<file path="config.mk">
export PLATFORM = sky130hd
export DESIGN_NAME = cache2w_top
export DESIGN_NICKNAME = d
export VERILOG_FILES = /design/src/rtl/cache2w_pkg.sv /design/src/rtl/cache2w_way.sv /design/src/rtl/cache2w_lru.sv /design/src/rtl/cache2w_ctrl.sv /design/src/rtl/cache2w_top.sv
export SDC_FILE = /design/constraint.sdc
export NUM_CORES = 1
export LEC_CHECK = 0
export BUFFER_PORTS_ARGS = -buffer_cell sky130_fd_sc_hd__buf_2
export CAP_MARGIN = 20
export CORE_UTILIZATION = 25
export CTS_CLUSTER_SIZE = 12
export DETAILED_ROUTE_END_ITERATION = 8
export PLACE_DENSITY = 0.49
export SLEW_MARGIN = 40
export SYNTH_ARGS = -nofsm -noshare
export SYNTH_HDL_FRONTEND = slang
export SYNTH_HIERARCHICAL = 1
export SYNTH_SLANG_ARGS = --single-unit
</file>
<file path="constraint.sdc">
create_clock -name clk -period 5.6 [get_ports clk]
set_clock_uncertainty 0.15 [all_clocks]
set_input_delay 0.84 -clock clk [delete_from_list [all_inputs] [get_ports clk]]
set_output_delay 0.84 -clock clk [all_outputs]
set_load 0.01 [all_outputs]
</file>
<file path="src/rtl/cache2w_pkg.sv">
package cache2w_pkg;
   localparam int NWAYS = 2;
   typedef enum logic [1:0] {
      ST_LOOKUP = 2'd0,
      ST_EVICT  = 2'd1,
      ST_REFILL = 2'd2
   } cstate_e;
endpackage

</file>
<file path="src/rtl/cache2w_way.sv">
module cache2w_way #(
   parameter int SETS   = 2,
   parameter int TAG_W  = 7,
   parameter int DATA_W = 16,
   parameter int IDX_W  = $clog2(SETS)
) (
   input  logic              clk,
   input  logic              rst_n,
   input  logic [IDX_W-1:0]  lk_idx,
   input  logic [TAG_W-1:0]  lk_tag,
   output logic              lk_match,
   output logic              lk_valid,
   output logic              lk_dirty,
   output logic [TAG_W-1:0]  lk_tag_out,
   output logic [DATA_W-1:0] lk_data,
   input  logic              wr_en,
   input  logic              wr_dirty,
   input  logic [DATA_W-1:0] wr_data
);
   logic [SETS-1:0]   valid_q;
   logic [SETS-1:0]   dirty_q;
   logic [TAG_W-1:0]  tag_q  [SETS];
   logic [DATA_W-1:0] data_q [SETS];

   always_ff @(posedge clk) begin
      if (!rst_n) begin
         valid_q <= '0;
         dirty_q <= '0;
      end else if (wr_en) begin
         valid_q[lk_idx] <= 1'b1;
         dirty_q[lk_idx] <= wr_dirty;
      end
   end

   always_ff @(posedge clk) begin
      if (wr_en) begin
         tag_q[lk_idx]  <= lk_tag;
         data_q[lk_idx] <= wr_data;
      end
   end

   assign lk_valid   = valid_q[lk_idx];
   assign lk_dirty   = dirty_q[lk_idx];
   assign lk_tag_out = tag_q[lk_idx];
   assign lk_data    = data_q[lk_idx];
   assign lk_match   = lk_valid && (tag_q[lk_idx] == lk_tag);

   // a_r9_clean_after_reset: the cycle after reset no line is valid
   a_r9_clean_after_reset: assert property (@(posedge clk)
      !rst_n |=> (valid_q == '0) && (dirty_q == '0));
endmodule

</file>
<file path="src/rtl/cache2w_lru.sv">
module cache2w_lru #(
   parameter int SETS  = 2,
   parameter int IDX_W = $clog2(SETS)
) (
   input  logic             clk,
   input  logic             rst_n,
   input  logic [IDX_W-1:0] idx,
   input  logic             touch_en,
   input  logic             touch_way,
   output logic             lru_way
);
   logic [SETS-1:0] lru_q;

   always_ff @(posedge clk) begin
      if (!rst_n)        lru_q <= '0;
      else if (touch_en) lru_q[idx] <= ~touch_way;
   end

   assign lru_way = lru_q[idx];

   // a_r4_touch_marks_other: a touched way is never least recent next cycle
   a_r4_touch_marks_other: assert property (@(posedge clk) disable iff (!rst_n)
      touch_en |=> (lru_way != $past(touch_way)) || (idx != $past(idx)));
endmodule

</file>
<file path="src/rtl/cache2w_ctrl.sv">
module cache2w_ctrl
   import cache2w_pkg::*;
(
   input  logic       clk,
   input  logic       rst_n,
   input  logic       req_valid,
   input  logic       req_write,
   input  logic [1:0] hit_vec,
   input  logic [1:0] valid_vec,
   input  logic [1:0] dirty_vec,
   input  logic       lru_way,
   input  logic       mem_ack,
   output logic       req_ready,
   output logic       rsp_hit,
   output logic       use_mem_data,
   output logic       mem_req,
   output logic       mem_write,
   output logic       sel_way,
   output logic [1:0] wr_en,
   output logic       wr_dirty,
   output logic       wr_from_mem,
   output logic       touch_en,
   output logic       touch_way
);
   cstate_e st_q, st_d;
   logic    vic_q, vic_d, victim;

   assign victim = !valid_vec[0] ? 1'b0 : (!valid_vec[1] ? 1'b1 : lru_way);

   always_comb begin
      st_d         = st_q;
      vic_d        = vic_q;
      req_ready    = 1'b0;
      rsp_hit      = 1'b0;
      use_mem_data = 1'b0;
      mem_req      = 1'b0;
      mem_write    = 1'b0;
      sel_way      = vic_q;
      wr_en        = '0;
      wr_dirty     = 1'b0;
      wr_from_mem  = 1'b0;
      touch_en     = 1'b0;
      touch_way    = vic_q;
      case (st_q)
         ST_LOOKUP: begin
            if (req_valid) begin
               if (|hit_vec) begin
                  req_ready = 1'b1;
                  rsp_hit   = 1'b1;
                  sel_way   = hit_vec[1];
                  touch_en  = 1'b1;
                  touch_way = hit_vec[1];
                  wr_en     = req_write ? hit_vec : 2'b00;
                  wr_dirty  = 1'b1;
               end else begin
                  vic_d = victim;
                  st_d  = (valid_vec[victim] && dirty_vec[victim]) ? ST_EVICT : ST_REFILL;
               end
            end
         end
         ST_EVICT: begin
            mem_req   = 1'b1;
            mem_write = 1'b1;
            if (mem_ack) st_d = ST_REFILL;
         end
         ST_REFILL: begin
            mem_req = 1'b1;
            if (mem_ack) begin
               req_ready    = 1'b1;
               use_mem_data = 1'b1;
               wr_en[vic_q] = 1'b1;
               wr_dirty     = req_write;
               wr_from_mem  = !req_write;
               touch_en     = 1'b1;
               st_d         = ST_LOOKUP;
            end
         end
         default: st_d = ST_LOOKUP;
      endcase
   end

   always_ff @(posedge clk) begin
      if (!rst_n) begin
         st_q  <= ST_LOOKUP;
         vic_q <= 1'b0;
      end else begin
         st_q  <= st_d;
         vic_q <= vic_d;
      end
   end

   // a_r8_stall_while_waiting: no completion while memory is outstanding
   a_r8_stall_while_waiting: assert property (@(posedge clk) disable iff (!rst_n)
      (mem_req && !mem_ack) |-> !req_ready);
   // a_r6_fill_after_writeback: an acknowledged write-back is followed by a refill read
   a_r6_fill_after_writeback: assert property (@(posedge clk) disable iff (!rst_n)
      (mem_req && mem_write && mem_ack) |=> (mem_req && !mem_write));
   // a_r2_hit_no_memory: a hit never uses the memory port
   a_r2_hit_no_memory: assert property (@(posedge clk) disable iff (!rst_n)
      rsp_hit |-> (!mem_req && req_ready));
   // a_r9_no_mem_in_reset: memory request low during reset
   a_r9_no_mem_in_reset: assert property (@(posedge clk)
      !rst_n |=> !mem_req);
endmodule

</file>
<file path="src/rtl/cache2w_top.sv">
module cache2w_top
   import cache2w_pkg::*;
#(
   parameter int SETS   = 2,
   parameter int ADDR_W = 8,
   parameter int DATA_W = 16
) (
   input  logic              clk,
   input  logic              rst_n,
   input  logic              req_valid,
   input  logic              req_write,
   input  logic [ADDR_W-1:0] req_addr,
   input  logic [DATA_W-1:0] req_wdata,
   output logic              req_ready,
   output logic              rsp_hit,
   output logic [DATA_W-1:0] rsp_rdata,
   output logic              mem_req,
   output logic              mem_write,
   output logic [ADDR_W-1:0] mem_addr,
   output logic [DATA_W-1:0] mem_wdata,
   input  logic              mem_ack,
   input  logic [DATA_W-1:0] mem_rdata
);
   localparam int IDX_W = $clog2(SETS);
   localparam int TAG_W = ADDR_W - IDX_W;

   if (SETS < 2 || (SETS & (SETS - 1)) != 0) begin : g_bad_sets
      $error("cache2w_top: SETS must be a power of two, at least 2");
   end
   if (TAG_W < 1) begin : g_bad_addr
      $error("cache2w_top: ADDR_W must exceed log2(SETS)");
   end
   if (DATA_W < 1) begin : g_bad_data
      $error("cache2w_top: DATA_W must be positive");
   end

   logic [IDX_W-1:0]              idx;
   logic [TAG_W-1:0]              tag;
   logic [NWAYS-1:0]              w_match, w_valid, w_dirty, wr_en;
   logic [NWAYS-1:0][TAG_W-1:0]   w_tag;
   logic [NWAYS-1:0][DATA_W-1:0]  w_data;
   logic [DATA_W-1:0]             wr_data;
   logic lru_way, use_mem_data, sel_way, wr_dirty, wr_from_mem, touch_en, touch_way;

   assign idx = req_addr[IDX_W-1:0];
   assign tag = req_addr[ADDR_W-1:IDX_W];
   assign wr_data = wr_from_mem ? mem_rdata : req_wdata;

   for (genvar g = 0; g < NWAYS; g++) begin : g_way
      cache2w_way #(.SETS(SETS), .TAG_W(TAG_W), .DATA_W(DATA_W)) way_i (
         .clk(clk), .rst_n(rst_n),
         .lk_idx(idx), .lk_tag(tag),
         .lk_match(w_match[g]), .lk_valid(w_valid[g]), .lk_dirty(w_dirty[g]),
         .lk_tag_out(w_tag[g]), .lk_data(w_data[g]),
         .wr_en(wr_en[g]), .wr_dirty(wr_dirty), .wr_data(wr_data)
      );
   end

   cache2w_lru #(.SETS(SETS)) lru_i (
      .clk(clk), .rst_n(rst_n), .idx(idx),
      .touch_en(touch_en), .touch_way(touch_way), .lru_way(lru_way)
   );

   cache2w_ctrl ctrl_i (
      .clk(clk), .rst_n(rst_n),
      .req_valid(req_valid), .req_write(req_write),
      .hit_vec(w_match), .valid_vec(w_valid), .dirty_vec(w_dirty),
      .lru_way(lru_way), .mem_ack(mem_ack),
      .req_ready(req_ready), .rsp_hit(rsp_hit), .use_mem_data(use_mem_data),
      .mem_req(mem_req), .mem_write(mem_write), .sel_way(sel_way),
      .wr_en(wr_en), .wr_dirty(wr_dirty), .wr_from_mem(wr_from_mem),
      .touch_en(touch_en), .touch_way(touch_way)
   );

   assign rsp_rdata = use_mem_data ? mem_rdata : w_data[sel_way];
   assign mem_addr  = mem_write ? {w_tag[sel_way], idx} : req_addr;
   assign mem_wdata = w_data[sel_way];

   // a_r1_single_match: a tag is never held twice in one set
   a_r1_single_match: assert property (@(posedge clk) disable iff (!rst_n)
      $onehot0(w_match));
   // a_r6_addr_stable: memory address held while waiting for acknowledge
   a_r6_addr_stable: assert property (@(posedge clk) disable iff (!rst_n)
      (mem_req && !mem_ack) |=> $stable(mem_addr));
endmodule

</file>
-- Word-level counts from Yosys, hierarchy flattened
Memories as Yosys holds them, arrays and structs flattened.
Index checks and enable logic that the tools add are counted.
- register bits after elaboration: 13
- RAM bits: 92
- memories kept: 4
- input port bits: 45
- output and inout bits: 44
- word-level logic and storage cells: 100
- multiplexer cells: 60
- magnitude comparators: 6
- reduce and logical (&&, ||, !) cells: 11
- bitwise operators: 4
- equality and inequality tests: 8
- memory list (name ; depth ; bits a word ; rd ports ; clocked after Yosys merged registers in ; wr ports ; line ; text):
    g_way[0].way_i.data_q ; 2 ; 16 ; 1 ; 0 ; 1 ; cache2w_way.sv:23 ; logic [DATA_W-1:0] data_q [SETS];
    g_way[1].way_i.data_q ; 2 ; 16 ; 1 ; 0 ; 1 ; cache2w_way.sv:23 ;
    g_way[0].way_i.tag_q ; 2 ; 7 ; 1 ; 0 ; 1 ; cache2w_way.sv:22 ; logic [TAG_W-1:0] tag_q [SETS];
    g_way[1].way_i.tag_q ; 2 ; 7 ; 1 ; 0 ; 1 ; cache2w_way.sv:22 ;
- operator list (kind ; count):
    16-bit two-way mux ; 4
    1-bit two-way mux ; 35
    2-bit two-way mux ; 9
    7-bit == test ; 2
    7-bit two-way mux ; 2
    1-bit by 2-bit < comparator with 1-bit output (second input constant) ; 4
    8-bit two-way mux ; 1
    2-bit inequality test (second input constant) ; 4
    2-bit bitwise mux ; 3
    2-bit case mux with 3 select lines ; 1
    1-bit logical AND ; 5
    2-bit OR ; 2
    1-bit case mux with 2 select lines ; 2
    2-bit case mux with 2 select lines ; 1
    4-bit AND reduction ; 1
    2-bit OR reduction ; 2
    3-bit AND reduction ; 1
    1-bit demux with 1-bit select ; 2
    2-bit by 1-bit == test with 1-bit output (second input constant) ; 1
    2-bit == test (second input constant) ; 1
    1-bit greater-or-equal comparator (second input constant) ; 2
    2-bit logical NOT ; 1
    1-bit inverter ; 2
    1-bit logical NOT ; 1

-- Longest topological paths before layout
Gate-level depths: netlist (run 1).
- word-level depth: 11
- depth in mapped cells: 11
- mapped depth without buffers: 9

-- By module
The synthesis (run 1) kept the hierarchy.
- by module, submodules not included (module ; area an instance (um2) ; cells each ; seq. area each (um2) ; instances):
    cache2w_way ; 1938.1 ; 98 ; 1461.4 ; 2
    cache2w_top ; 803.3 ; 78 ; 0.0 ; 1
    cache2w_ctrl ; 315.3 ; 41 ; 60.1 ; 1
    cache2w_lru ; 92.6 ; 9 ; 40.0 ; 1

-- Worst setup path before layout (run 1)
Ideal clock, no wire load.
- kind: input to output
- from: in req_addr[0]
- to: out rsp_rdata[0]
- path buffers: 3
- slack: 1496 ps
- arrival time: 3114 ps
- data required time: 4610 ps
- stages: 11
- path through: buf_6 -> mux2_4 -> xnor2_1 -> nand4_1 -> nor4_2 -> nand2_1 -> a22o_2 -> buf_6 -> buf_12 -> mux2_4 -> mux2_2
- RTL lines (item ; line ; text):
    from (decl) ; cache2w_top.sv:12 ; input logic [ADDR_W-1:0] req_addr,
    to (decl) ; cache2w_top.sv:16 ; output logic [DATA_W-1:0] rsp_rdata,

==> impl_metrics.toml, run 1 <==
[run]
cap_violations = 0

[worst_setup_path]
critPathSlowestCell = "a22o_4"
cp_top_family = "multiplexers"
crit_type = "in -> out"
r2r_start = "g_way[0].way_i/tag_q[1][6]"
reg2reg_slack_ns = 2.25
crit_fanout = 28
critical_path.endpoint_type = "output port"
worstPathCellList = "buf_2, buf_4, mux2_2, xor2_1, nor4_2, nand2_1, a22o_4, mux2_4, mux2_2, buf_2"
start_kind = "primary input"
arrival_ns = 3.92
worst_path_largest_cell_delay_ns = 0.44
worstSetupStartpoint = "req_addr[0]"
r2r_cells = 10
worstPathRequired_ns = 4.61
path_buf_inv = 3
timing.rr.end = "g_way[0].way_i/dirty_q[0]"

[finish]
antenna_cells = 0
area_delta_synth_final_pct = 19.21
layout_common_cells = "edfxtp_1 (92), buf_2 (88), mux2_2 (80)"
n_fill_cell = 1970
drive_gt1_share_pct = 51.68
layout.nets = 460
final_common_cell = "edfxtp_1"
utilization_pct = 30.76

[sta]
fmaxAchievable_ghz = 0.2035
worstMarginPinSlew_ns = 0.6386
setup-violations-final = 0
hold-worst-slack_ns = 0.3465
fin_crit_sh_pct = 87.75
fin_crit_ns = 4.914
fin_ws_ns = 0.6861
drv_slew = 0
hold_viol_final = 0
finalSetupTns_ns = 0
slew_headroom_pct = 57.33
grt_setup_unrepaired = "false"

[floorplanning]
core_um2 = 19720
ios = 89
die_w_um = 144.7
rows = 51
start_util_pct = 25.80
die_h_um = 144.7
die-area_um2 = 20920

[worst_hold_path]
min_from = "g_way[1].way_i/valid_q[0]"
hp-class = "reg -> reg"
hold_path_end = "g_way[1].way_i/valid_q[0]"
whs_path_depth = 1

[place]
io_buffer_count = 88
hpwl_um = 7540
post-place-ws_ns = 0.6678
gp_congestion = 0.7384

[drt]
drtIter0Drc = 169
ant_nets = 0
via_per_inst = 4.266
vias = 2905
firstDrtPassIters = 4
drc = 0
wl_um = 11090
wl_per_cell_um = 16.28

[synthesis]
avgSynthCellArea_um2 = 15.70
yosys_most_used_dff = "edfxtp_1"
async_flop_share_pct = 0
synth_nets = 372
synth_edf_count = 92
synth_area_um2 = 5087
synth_cells = 324
ys_seq_area_share_pct = 59.42
ys_ff_latch = 105
yosysUniqueCellTypes = 38
yosys_warnings = 6

[clock_network]
cts_num_sinks = 105
cts_setup_buffers = 0
clk_latency_ns = 0.35
numCtsBuffers = 9
ctsHoldBuffers = 0
htree_levels = 3
cts_tree = "done"
cts_buffer_depth = 2
clkTransAtPathRegs_ns = 0.07
ctsResizeCount = 0
cts_root_buffer = "clkbuf_16"

[global_route]
antenna_found_initial = 0
globalRoute.totalOverflow = 0
grt_pass1_wl_um = 16430
grt_pass1_vias = 2912
grt_usage_pct = 11.03
grt_max_degree = 29

[power]
irDropWorstVdd_mv = 0.1423
leakage_nw = 2.173
p_per_area_nw_per_um2 = 277.8

[run_status]
status = "completed"
-- Yosys cell counts (all sizes together), types with 2 or more instances --
master | count | area (µm²)
nor2b | 7 | 43.79
o21ai | 3 | 15.01
nor2 | 10 | 37.54
inv | 7 | 26.28
nand3b | 2 | 15.01
nand2 | 5 | 18.77
nor4 | 2 | 25.02
mux2 | 99 | 1186
and2 | 4 | 25.02
a31oi | 2 | 12.51
o21a | 4 | 30.03
o211a | 2 | 20.02
xor2 | 6 | 52.55
a21oi | 8 | 40.04
dfxtp | 13 | 260.3
xnor2 | 10 | 87.58
buf | 17 | 141.4
nor3b | 2 | 15.01
edfxtp | 92 | 2763
ha | 3 | 37.54
nand4 | 2 | 12.51
mux2i | 12 | 120.1
-- routing by layer --
metal	global-route usage, %	routed length (µm)	vias to the layer above
met5	0	0	-
met4	4.488	207	0
met3	2.962	486	16
met2	18.12	5179	78
met1	13.69	5211	1409
li1	-	-	1402
-- final cells by class --
type                       count  area, µm²  area share (%)
clock buffer                  11      232.7           3.837
clock inverter                 4      45.04          0.7427
inverter                       7      26.28          0.4333
multi-input combinational    194       1913           31.55
sequential                   105       3023           49.85
tap                          265      331.6           5.467
timing repair buffer          95      493.0           8.129
-- flip-flops by register name (all words and copies together), names as in the netlist --
name,count
g_way.way_i/data_q,64
g_way.way_i/tag_q,28
g_way.way_i/dirty_q,4
g_way.way_i/valid_q,4
ctrl_i/st_q,2
lru_i/lru_q,2
ctrl_i/vic_q,1
-- kinds of logic after synthesis --
| family | count (synthesis) | synth area share [%] |
|---|---|---|
| mux | 111 | 25.68 |
| flops | 105 | 59.42 |
| compound gates | 29 | 4.083 |
| fa+ha+maj | 3 | 0.7379 |
| buf+inv | 25 | 3.369 |
| xor+xnor | 16 | 2.754 |
| simple gates | 35 | 3.959 |
-- how the worst max path moves through the flow --
stage,end,slack (ns),cells after the start
global route,rsp_rdata[13],0.51,10
floorplan,rsp_rdata[0],1.50,11
finish,rsp_rdata[11],0.69,10
CTS,rsp_rdata[13],0.64,10
global placement,rsp_rdata[15],0.44,9
detailed placement,rsp_rdata[13],0.67,10
-- per-stage QoR --
step	total power [mW]	cells	area [µm²]
2_1_floorplan	1.022	324	5087
3_3_place_gp	1.089	666	5774
3_5_place_dp	1.094	666	5787
4_1_cts	1.702	681	6065
5_1_grt	1.747	681	6065
6_report	1.684	681	6065
-- where the power goes --
part	internal [mW]	switching, mW	total [mW]	leakage (nW)
Clock	0.342	0.268	0.610	0.139
Sequential	0.871	0.00456	0.875	0.937
Combinational	0.0945	0.105	0.199	1.10
Total	1.31	0.377	1.68	2.17
(Power assumes the default switching activity.)
==> run 2, diff against run 1 <==
--- a/config.mk
+++ b/config.mk
@@ -11,7 +11,7 @@
 export CTS_CLUSTER_SIZE = 12
 export DETAILED_ROUTE_END_ITERATION = 8
 export PLACE_DENSITY = 0.49
-export SLEW_MARGIN = 40
+export SLEW_MARGIN = 30
 export SYNTH_ARGS = -nofsm -noshare
 export SYNTH_HDL_FRONTEND = slang
 export SYNTH_HIERARCHICAL = 1
==> constraint.sdc (replaced) <==
create_clock -name clk -period 6.4 [get_ports clk]
set_clock_uncertainty 0.15 [all_clocks]
set_input_delay 0.96 -clock clk [delete_from_list [all_inputs] [get_ports clk]]
set_output_delay 0.96 -clock clk [all_outputs]
set_load 0.01 [all_outputs]
==> run 2 against run 1 <==
  * Count of clock-buffer cells in the layout unchanged
  * Cell count did not move
  * Cell area is 1.1% higher
  * Hold slack worse by 0.0033 ns
  * Highest routed layer unchanged
  * Die area stayed put
  * Largest power group unchanged
  * Critical path depth decreased by 1
  * Clock power increased by 6.6%
  * Combinational power fell by 13%
  * Worst setup slack better by 0.28 ns
  * Sequential cell count stayed put
  * Critical path type unchanged
  * Non-clock buffer count decreased by 1
==> impl_metrics.toml, run 2 (synthesis gave the netlist of run 1 again) <==
[run_status]
status = "completed"

[floorplanning]
start_util_pct = 25.80
die-area_um2 = 20920
ios = 89
rows = 51
core_um2 = 19720
die_w_um = 144.7
die_h_um = 144.7

[place]
hpwl_um = 7414
gp_congestion = 0.7803
dp.cells = 665
io_buffer_count = 88
dpl_cell_area_um2 = 5772

[worst_setup_path]
crit_fanout = 25
critical_path.endpoint_type = "output port"
r2r_start = "g_way[0].way_i/tag_q[0][4]"
worstPathRequired_ns = 5.29
crit_type = "in -> out"
start_kind = "primary input"
arrival_ns = 4.33
worstSetupStartpoint = "req_addr[0]"

[finish]
layout_common_cells = "edfxtp_1 (92), buf_2 (88), mux2_2 (80)"
regArea_um2 = 3023
instances_no_fill = 681
drive_gt1_share_pct = 51.44
multi_input_area_um2 = 1906
final_common_cell = "edfxtp_1"
top_regs = "g_way.way_i/data_q x64, g_way.way_i/tag_q x28"
area_delta_synth_final_pct = 20.54
layout.nets = 459
antenna_cells = 0
n_fill_cell = 1960
largest_reg_flops = 64
regMostFlops = "g_way.way_i/data_q"
final_cell_area_um2 = 6132

[global_route]
grt_pass1_vias = 2821
globalRoute.totalOverflow = 0
grt_usage_pct = 10.73
grt_max_degree = 26
antenna_found_initial = 0
grt_pass1_wl_um = 16000

[power]
leakage_nw = 2.194
irDropWorstVdd_mv = 0.1254
fin_total_pwr_mw = 1.589
p_per_area_nw_per_um2 = 259.2

[drt]
firstDrtPassIters = 4
drtIter0Drc = 114
ant_nets = 0
wl_um = 10850
drc = 0
via_per_inst = 4.223
wl_per_cell_um = 15.93
vias = 2876

[sta]
hold_viol_final = 0
slew_headroom_pct = 38.21
grt_setup_unrepaired = "false"
fmaxAchievable_ghz = 0.1839
fin_crit_sh_pct = 84.97
finalSetupTns_ns = 0
fin_crit_ns = 5.438
drv_slew = 0
worstMarginPinSlew_ns = 0.9268
setup-violations-final = 0

[clock_network]
ctsResizeCount = 0
cts_setup_buffers = 0
cts_tree = "done"
cts_buffer_depth = 2
htree_levels = 3
numCtsBuffers = 9
ctsHoldBuffers = 0
cts_num_sinks = 105
clkTransAtPathRegs_ns = 0.07
cts_root_buffer = "clkbuf_16"
clk_latency_ns = 0.34

[worst_hold_path]
hp-class = "reg -> reg"
min_from = "g_way[1].way_i/valid_q[0]"

[run]
cap_violations = 0
## run 2: power breakdown
part,internal [mW],switching (mW),total (mW)
registers,0.762,0.00388,0.766
logic,0.0828,0.0908,0.174
clock network,0.422,0.228,0.650
total,1.27,0.323,1.59
## run 2: final timing paths
kind | to | slack, ns | depth (start not counted)
setup / recovery | rsp_rdata[12] | 0.96 | 9
hold / removal | g_way[1].way_i/valid_q[0] | 0.34 | 1
setup reg to reg | g_way[0].way_i/dirty_q[1] | 3.22 | 10
hold reg to reg | g_way[1].way_i/valid_q[0] | 0.34 | 1
## run 2: worst max-delay path: stages
cell and delay [ns]:
buf_2 0.42, mux2_2 0.42, xnor2_1 0.13, nand4_1 0.13, nor4_2 0.54, a22o_2 0.88, mux2_2 0.44, mux2_2 0.26
buf_2 0.14
## run 2: layout make-up
class | count | share of cell area [%]
Multi-Input combinational cell | 194 | 31.08
Sequential cell | 105 | 49.30
Clock inverter | 5 | 2.081
Timing Repair Buffer | 94 | 7.917
Clock buffer | 11 | 3.795
Inverter | 7 | 0.4285
Tap cell | 265 | 5.407
## run 2: layer usage
layer / vias to the layer above / routed length [µm] / GRT usage, %
li1: 1398 / - / -
met1: 1389 / 4997 / 13.29
met2: 78 / 5166 / 17.97
met3: 11 / 575 / 3.521
met4: 0 / 112 / 2.548
met5: - / 0 / 0
## run 2: stage by stage
step / setup slack [ns] / utilization [%] / hold slack, ns
after floorplan: 2.056 / - / 0.3006
after global placement: 1.007 / 29.25 / 0.3180
after detailed placement: 0.8926 / 29.27 / 0.3312
after CTS: 0.8821 / 31.10 / 0.3478
after global routing: 0.7089 / 31.10 / 0.3673
final: 0.9622 / 31.10 / 0.3432
